===== src/rtl/pwm_octet_pkg.sv =====
package pwm_octet_pkg;
   localparam int ADDR_EN       = 'h00;
   localparam int ADDR_ALIGN    = 'h01;
   localparam int ADDR_FUSE     = 'h02;
   localparam int ADDR_PER_BASE = 'h08;
   localparam int ADDR_DTY_BASE = 'h10;
   localparam int ADDR_CNT_BASE = 'h18;

   typedef enum logic {
      ALIGN_LEFT   = 1'b0,
      ALIGN_CENTER = 1'b1
   } align_e;
endpackage


===== src/rtl/pwm_octet_core.sv =====
module pwm_octet_core #(
   parameter int W = 8
) (
   input  logic         clk_i,
   input  logic         rst_ni,
   input  logic         tick_i,
   input  logic         run_i,
   input  logic         center_i,
   input  logic [W-1:0] per_i,
   input  logic [W-1:0] duty_i,
   output logic         pwm_o,
   output logic [W-1:0] cnt_o
);
   import pwm_octet_pkg::*;

   logic [W-1:0] cnt_q, cnt_d, cnt_dec;
   logic [W-1:0] per_q, duty_q;
   logic         down_q, down_d, load;
   align_e       mode_q;

   assign cnt_dec = cnt_q - 1'b1;

   always_comb begin
      cnt_d  = cnt_q;
      down_d = down_q;
      load   = 1'b0;
      if (per_q == '0) begin
         cnt_d  = '0;
         down_d = 1'b0;
         load   = 1'b1;
      end else if (mode_q == ALIGN_LEFT) begin
         if (cnt_q >= per_q - 1'b1) begin
            cnt_d = '0;
            load  = 1'b1;
         end else begin
            cnt_d = cnt_q + 1'b1;
         end
      end else if (!down_q) begin
         if (cnt_q >= per_q) begin
            cnt_d  = cnt_dec;
            down_d = (cnt_dec != '0);
            load   = (cnt_dec == '0);
         end else begin
            cnt_d = cnt_q + 1'b1;
         end
      end else begin
         cnt_d = cnt_dec;
         if (cnt_dec == '0) begin
            down_d = 1'b0;
            load   = 1'b1;
         end
      end
   end

   always_ff @(posedge clk_i or negedge rst_ni) begin
      if (!rst_ni) begin
         cnt_q  <= '0;
         down_q <= 1'b0;
         per_q  <= '0;
         duty_q <= '0;
         mode_q <= ALIGN_LEFT;
      end else if (!run_i) begin
         cnt_q  <= '0;
         down_q <= 1'b0;
         per_q  <= per_i;
         duty_q <= duty_i;
         mode_q <= align_e'(center_i);
      end else if (tick_i) begin
         cnt_q  <= cnt_d;
         down_q <= down_d;
         if (load) begin
            per_q  <= per_i;
            duty_q <= duty_i;
            mode_q <= align_e'(center_i);
         end
      end
   end

   assign pwm_o = run_i && (duty_q != '0) && ((duty_q >= per_q) || (cnt_q < duty_q));
   assign cnt_o = cnt_q;
endmodule


===== src/rtl/pwm_octet_pair.sv =====
module pwm_octet_pair #(
   parameter int CW     = 8,
   parameter bit CAT_EN = 1'b1
) (
   input  logic          clk_i,
   input  logic          rst_ni,
   input  logic          tick_i,
   input  logic          fuse_i,
   input  logic          en_lo_i,
   input  logic          en_hi_i,
   input  logic          ctr_lo_i,
   input  logic          ctr_hi_i,
   input  logic [CW-1:0] per_lo_i,
   input  logic [CW-1:0] per_hi_i,
   input  logic [CW-1:0] dty_lo_i,
   input  logic [CW-1:0] dty_hi_i,
   output logic          pwm_lo_o,
   output logic          pwm_hi_o,
   output logic [CW-1:0] cnt_lo_o,
   output logic [CW-1:0] cnt_hi_o
);
   localparam int WW = 2 * CW;

   logic          fuse_eff;
   logic          n_lo_pwm, n_hi_pwm, w_pwm;
   logic [CW-1:0] n_lo_cnt, n_hi_cnt;
   logic [WW-1:0] w_cnt;

   assign fuse_eff = CAT_EN ? fuse_i : 1'b0;

   pwm_octet_core #(.W(CW)) u_lo (
      .clk_i(clk_i), .rst_ni(rst_ni), .tick_i(tick_i),
      .run_i(en_lo_i & ~fuse_eff), .center_i(ctr_lo_i),
      .per_i(per_lo_i), .duty_i(dty_lo_i),
      .pwm_o(n_lo_pwm), .cnt_o(n_lo_cnt)
   );

   pwm_octet_core #(.W(CW)) u_hi (
      .clk_i(clk_i), .rst_ni(rst_ni), .tick_i(tick_i),
      .run_i(en_hi_i & ~fuse_eff), .center_i(ctr_hi_i),
      .per_i(per_hi_i), .duty_i(dty_hi_i),
      .pwm_o(n_hi_pwm), .cnt_o(n_hi_cnt)
   );

   generate
      if (CAT_EN) begin : g_wide
         pwm_octet_core #(.W(WW)) u_wide (
            .clk_i(clk_i), .rst_ni(rst_ni), .tick_i(tick_i),
            .run_i(en_hi_i & fuse_eff), .center_i(ctr_hi_i),
            .per_i({per_lo_i, per_hi_i}), .duty_i({dty_lo_i, dty_hi_i}),
            .pwm_o(w_pwm), .cnt_o(w_cnt)
         );
      end else begin : g_no_wide
         assign w_pwm = 1'b0;
         assign w_cnt = '0;
      end
   endgenerate

   assign pwm_lo_o = fuse_eff ? 1'b0 : n_lo_pwm;
   assign pwm_hi_o = fuse_eff ? w_pwm : n_hi_pwm;
   assign cnt_lo_o = fuse_eff ? w_cnt[WW-1:CW] : n_lo_cnt;
   assign cnt_hi_o = fuse_eff ? w_cnt[CW-1:0] : n_hi_cnt;
endmodule


===== src/rtl/pwm_octet_regs.sv =====
module pwm_octet_regs #(
   parameter int NCH    = 8,
   parameter int CW     = 8,
   parameter int AW     = 5,
   parameter bit CAT_EN = 1'b1
) (
   input  logic                    clk_i,
   input  logic                    rst_ni,
   input  logic                    wr_en_i,
   input  logic [AW-1:0]           wr_addr_i,
   input  logic [CW-1:0]           wr_data_i,
   input  logic [AW-1:0]           rd_addr_i,
   input  logic [NCH-1:0][CW-1:0]  cnt_i,
   output logic [CW-1:0]           rd_data_o,
   output logic [NCH-1:0]          en_o,
   output logic [NCH-1:0]          align_o,
   output logic [NCH-1:0]          fuse_o,
   output logic [NCH-1:0][CW-1:0]  per_o,
   output logic [NCH-1:0][CW-1:0]  dty_o
);
   import pwm_octet_pkg::*;

   localparam int NPAIR = NCH / 2;
   localparam logic [NCH-1:0] FUSE_MASK =
      CAT_EN ? {{NPAIR{1'b1}}, {(NCH - NPAIR){1'b0}}} : '0;

   always_ff @(posedge clk_i or negedge rst_ni) begin
      if (!rst_ni) begin
         en_o    <= '0;
         align_o <= '0;
         fuse_o  <= '0;
         per_o   <= '0;
         dty_o   <= '0;
      end else if (wr_en_i) begin
         if (wr_addr_i == AW'(ADDR_EN))    en_o    <= wr_data_i[NCH-1:0];
         if (wr_addr_i == AW'(ADDR_ALIGN)) align_o <= wr_data_i[NCH-1:0];
         if (wr_addr_i == AW'(ADDR_FUSE))  fuse_o  <= wr_data_i[NCH-1:0] & FUSE_MASK;
         for (int i = 0; i < NCH; i++) begin
            if (wr_addr_i == AW'(ADDR_PER_BASE + i)) per_o[i] <= wr_data_i;
            if (wr_addr_i == AW'(ADDR_DTY_BASE + i)) dty_o[i] <= wr_data_i;
         end
      end
   end

   always_comb begin
      rd_data_o = '0;
      if (rd_addr_i == AW'(ADDR_EN))    rd_data_o = CW'(en_o);
      if (rd_addr_i == AW'(ADDR_ALIGN)) rd_data_o = CW'(align_o);
      if (rd_addr_i == AW'(ADDR_FUSE))  rd_data_o = CW'(fuse_o);
      for (int i = 0; i < NCH; i++) begin
         if (rd_addr_i == AW'(ADDR_PER_BASE + i)) rd_data_o = per_o[i];
         if (rd_addr_i == AW'(ADDR_DTY_BASE + i)) rd_data_o = dty_o[i];
         if (rd_addr_i == AW'(ADDR_CNT_BASE + i)) rd_data_o = cnt_i[i];
      end
   end
endmodule


===== src/rtl/pwm_octet.sv =====
module pwm_octet #(
   parameter int NCH    = 8,
   parameter int CW     = 8,
   parameter int AW     = 5,
   parameter bit CAT_EN = 1'b1
) (
   input  logic           clk_i,
   input  logic           rst_ni,
   input  logic           tick_i,
   input  logic           wr_en_i,
   input  logic [AW-1:0]  wr_addr_i,
   input  logic [CW-1:0]  wr_data_i,
   input  logic [AW-1:0]  rd_addr_i,
   output logic [CW-1:0]  rd_data_o,
   output logic [NCH-1:0] pwm_o
);
   localparam int NPAIR = NCH / 2;

   generate
      if ((NCH % 2) != 0 || NCH < 2 || NCH > 8) begin : g_bad_nch
         initial $fatal(1, "pwm_octet: NCH must be even and within 2..8");
      end
      if (CW < NCH || CW < 2) begin : g_bad_cw
         initial $fatal(1, "pwm_octet: CW must cover one bit per channel");
      end
      if (AW < 5) begin : g_bad_aw
         initial $fatal(1, "pwm_octet: AW must reach the counter window");
      end
   endgenerate

   logic [NCH-1:0]         en_q, align_q, fuse_q;
   logic [NCH-1:0][CW-1:0] per_q, dty_q, cnt_w;

   pwm_octet_regs #(.NCH(NCH), .CW(CW), .AW(AW), .CAT_EN(CAT_EN)) u_regs (
      .clk_i(clk_i), .rst_ni(rst_ni),
      .wr_en_i(wr_en_i), .wr_addr_i(wr_addr_i), .wr_data_i(wr_data_i),
      .rd_addr_i(rd_addr_i), .cnt_i(cnt_w), .rd_data_o(rd_data_o),
      .en_o(en_q), .align_o(align_q), .fuse_o(fuse_q),
      .per_o(per_q), .dty_o(dty_q)
   );

   generate
      for (genvar p = 0; p < NPAIR; p++) begin : g_pair
         pwm_octet_pair #(.CW(CW), .CAT_EN(CAT_EN)) u_pair (
            .clk_i(clk_i), .rst_ni(rst_ni), .tick_i(tick_i),
            .fuse_i(fuse_q[NPAIR + p]),
            .en_lo_i(en_q[2*p]),       .en_hi_i(en_q[2*p+1]),
            .ctr_lo_i(align_q[2*p]),   .ctr_hi_i(align_q[2*p+1]),
            .per_lo_i(per_q[2*p]),     .per_hi_i(per_q[2*p+1]),
            .dty_lo_i(dty_q[2*p]),     .dty_hi_i(dty_q[2*p+1]),
            .pwm_lo_o(pwm_o[2*p]),     .pwm_hi_o(pwm_o[2*p+1]),
            .cnt_lo_o(cnt_w[2*p]),     .cnt_hi_o(cnt_w[2*p+1])
         );
      end
   endgenerate
endmodule


===== config.mk =====
export PLATFORM = sky130hd
export DESIGN_NAME = pwm_octet
export DESIGN_NICKNAME = d
export VERILOG_FILES = /design/src/rtl/pwm_octet_pkg.sv /design/src/rtl/pwm_octet_core.sv /design/src/rtl/pwm_octet_pair.sv /design/src/rtl/pwm_octet_regs.sv /design/src/rtl/pwm_octet.sv
export SDC_FILE = /design/constraint.sdc
export NUM_CORES = 2
export LEC_CHECK = 0
export ABC_CLOCK_PERIOD_IN_PS = 10550
export BUFFER_PORTS_ARGS = -buffer_cell sky130_fd_sc_hd__clkbuf_2
export CORE_MARGIN = 2
export CORE_UTILIZATION = 45
export DETAILED_ROUTE_END_ITERATION = 10
export MAX_ROUTING_LAYER = met4
export PLACE_DENSITY = 0.63
export SYNTH_ARGS = -nofsm -noshare
export SYNTH_HDL_FRONTEND = slang
export SYNTH_SLANG_ARGS = --single-unit

===== constraint.sdc =====
create_clock -name clk_i -period 10.55 [get_ports clk_i]
set_clock_uncertainty 0.05 [all_clocks]
set_input_delay 0.5275 -clock clk_i [delete_from_list [all_inputs] [get_ports clk_i]]
set_output_delay 0.5275 -clock clk_i [all_outputs]
set_load 0.005 [all_outputs]

==> metrics.txt <==
Worst slew margin 0.199; worst slew pin tran 1.20 ns; H-Tree Depth 3; Hold Path Class primary input to flop; Synth Flop Type dfrtp_1; reg2reg path depth 15; crit path capture type flop; clk slew on worst S/H paths 0.06 ns; DR vias roughly 35000; count of final max-slew check failures 0; IO Count 38; met2 usage 0.399; RePlAce Congestion about 0.96; max-cap violation count 0; Cells after Synth 4456; CTS buffer count 70; xor and xnor fraction of the mapped netlist area 0.0303; post-synthesis async set-or-reset flop share 1.00; critical path arrival 5.26 ns; WS Path Type flop to flop; GR Util met1 0.369; synth top area cells dfrtp_1, ha_1, mux2_2; final net count 4993; CTS tree done; first-pass GRT wire length 200 mm; layout cells sized above 1 0.147; GRT Resource Usage Total 0.266; count of final hold-check violations 0; syn avg cell area 9.67 um2; Tot Pwr 9.26 mW; clock latency on the worst-skew pair 0.63 ns; dpl hpwl 93.2 mm; drt first pass iters 5; crit path from g_pair[2].u_pair.g_wide.u_wide.per_q[0]; Critical Path RT 11.03 ns; Final Setup Violations 0; DRT iter0 DRCs 3002; Final ANT Viol Nets 0; footprint of the multi-input gates 0.0271 mm2; R2R Path Start g_pair[2].u_pair.g_wide.u_wide.per_q[0]; simple-gate portion of the synthesized area 0.133; complex-gate fraction of the synthesized area 0.168; final setup TNS 0 ns; status finished clean; Synth area leader dfrtp_1; min Tclk post-route 4.78 ns; met3 Track Usage GR 0.0408; die footprint slightly below 0.1 mm2; register area share after synthesis 0.323; initial core utilization 0.454; worst hold path depth 3; Core Rows 113; largest net degree at the start of global routing around 170; Die X 313 um; Longest Clk Path Bufs 3; DR WL/cell around 22 um; Yosys Warn Count 0; via-per-instance ratio 6.06; Leak about 22 nW; clk root buf clkbuf_16; min-delay src wr_addr_i[4]; Clock Sinks between 500 and 600; Yosys reg bits 556; number of synthesized flops with an enable pin 0; count of cell types in the netlist 89; startpoint type of the worst setup path flop; antenna violations before repair 8; GRT busiest layer met2; area growth from synthesis to layout 8.08%; Die Height 313 um; period utilisation layout 0.453; CP max FO 18; Buffers on Ports 37; area share of the largest cell type after synthesis 0.323; Congestion Overflow GR 0; fillers just under 9000; Fmax 209 MHz; adder-cell share of the synthesized area 0.161; Mapped Area 0.0431 mm2; PD cells 199 mW/mm2; unrepaired setup endpoints after global routing no; largest family of logic cells by synthesized area compound AO/OA/AOI/OAI gates; core area 0.0949 mm2; syn_nets 5034; WL final 127 mm; vias in the first global route around 34000; mux share of post-synthesis cell area 0.136; remaining design rule violation count 0; Max VDD drop 0.000113 V; Sequential Area between 0.01 and 0.015 mm2
[cell usage after synthesis, drive strengths merged, types with 12 or more instances]
master	count
inv	330
ha	556
o21a	26
o22ai	26
buf	57
xor2	12
nand2b	61
mux2	429
a211oi	46
nand4	52
a2111oi	29
or2	13
mux2i	75
a22oi	26
a21o	84
and3	38
a221oi	33
nor3b	21
o2111ai	14
and2	19
a311oi	13
and4	14
nand2	222
or4	19
nand3b	20
nor4	69
o31ai	61
a31oi	69
xnor2	137
o21ai	276
or3	25
nor2	225
a211o	22
nand3	94
clkbuf	121
o211ai	18
dfrtp	556
a21oi	220
nor3	111
nor2b	64
[registers in the layout (all words and copies together), names as in the netlist]
register	count
g_pair.u_pair.g_wide.u_wide.cnt_o	64
g_pair.u_pair.g_wide.u_wide.duty_q	64
g_pair.u_pair.g_wide.u_wide.per_q	64
u_regs.dty_o	64
u_regs.per_o	64
g_pair.u_pair.u_hi.cnt_o	32
g_pair.u_pair.u_hi.duty_q	32
g_pair.u_pair.u_hi.per_q	32
g_pair.u_pair.u_lo.cnt_o	32
g_pair.u_pair.u_lo.duty_q	32
g_pair.u_pair.u_lo.per_q	32
u_regs.align_o	8
u_regs.en_o	8
g_pair.u_pair.g_wide.u_wide.down_q	4
g_pair.u_pair.g_wide.u_wide.mode_q	4
g_pair.u_pair.u_hi.down_q	4
g_pair.u_pair.u_hi.mode_q	4
g_pair.u_pair.u_lo.down_q	4
g_pair.u_pair.u_lo.mode_q	4
u_regs.fuse_o	4
[routing by layer]
metal | part of all wire | wire [um] | up-vias
met2 | 0.44 | 56600 | 947
li1 | - | - | 16476
met1 | 0.47 | 59400 | 17181
met4 | 0.030 | 3870 | 0
met3 | 0.060 | 7640 | 229
met5 | 0 | 0 | -
[critical path, stage by stage, from the launching register on]
cell and delay [ns]:
dfrtp_1 0.43, inv_1 0.11, ha_1 0.19, nor3b_1 0.49, nand2_1 0.23, nor4_1 0.45, xnor2_1 0.19, ha_1 0.26
a21o_1 0.17, a21oi_1 0.14, o221ai_1 0.13, a21o_1 0.18, a41o_1 0.37, nor2_1 0.92, a31oi_1 0.15, o21ai_0 0.20
[cell families after synthesis]
kind of cell               after synthesis
and+or+nand+nor                       1096
AOI/OAI and AO/OA                     1087
adders and majority gates              556
DFF                                    556
buffers and inverters                  508
muxes                                  504
xor gates and xnor gates               149
[metrics by stage]
stage	area, um2	util	worst slack, ns	hold slack (ns)	std cells
after floorplan	43100	-	6.78	0.182	4456
after global placement	44200	0.466	5.95	0.437	5607
after detailed placement	44200	0.466	5.81	0.443	5607
after CTS	46500	0.491	5.81	0.366	5735
after global routing	46600	0.491	5.34	0.416	5742
final	46600	0.491	5.77	0.407	5744
[final cells by class]
cell class | count | share of cell area
antenna | 9 | 0.000484
clock buffer | 96 | 0.0430
clock inverter | 31 | 0.00631
inverter | 330 | 0.0266
multi-input combinational | 3392 | 0.582
sequential | 556 | 0.299
tap | 1265 | 0.0340
timing repair buffer | 65 | 0.00930
[repair_timing]
| item | 4_1_cts | 5_1_grt |
|---|---|---|
| hold buffers | 1 | 0 |
| buffers inserted | 0 | 0 |
| hold endpoints to repair | 86 | 0 |
| resized for setup | 0 | 0 |
[final timing paths]
check | endpoint | slack, ns
max in group asynchronous | g_pair[1].u_pair.g_wide.u_wide.cnt_o[3] | 8.42
hold reg to reg | g_pair[1].u_pair.u_hi.per_q[7] | 0.45
setup / recovery | g_pair[2].u_pair.g_wide.u_wide.cnt_o[4] | 5.77
hold / removal | u_regs.per_o[15] | 0.41
setup reg to reg | g_pair[2].u_pair.g_wide.u_wide.cnt_o[4] | 5.77
min in group asynchronous | g_pair[2].u_pair.g_wide.u_wide.cnt_o[3] | 0.46
[cells in the final DEF, fill, tap and decap left out, types with 33 or more instances in the layout]
master,n
clkbuf_16,72
nor2_1,225
a31oi_1,68
nor2b_1,64
o31ai_1,61
a21o_1,84
o21ai_0,272
nor3_1,109
mux2_4,69
nand2b_1,61
nand4_1,52
a221oi_1,33
mux2i_1,75
nor4_1,64
and3_1,38
mux2_2,360
dfrtp_1,556
clkbuf_2,36
inv_1,330
a211oi_1,46
nand3_1,94
a21oi_1,219
xnor2_1,137
nand2_1,222
ha_1,556
[where the power goes]
part | internal, mW | leakage [nW] | switching (mW)
logic | 1.69 | 13.3 | 1.83
registers | 2.58 | 7.27 | 0.734
clock network | 1.41 | 1.11 | 1.01
total | 5.69 | 21.6 | 3.57
(Power assumes the default switching activity.)
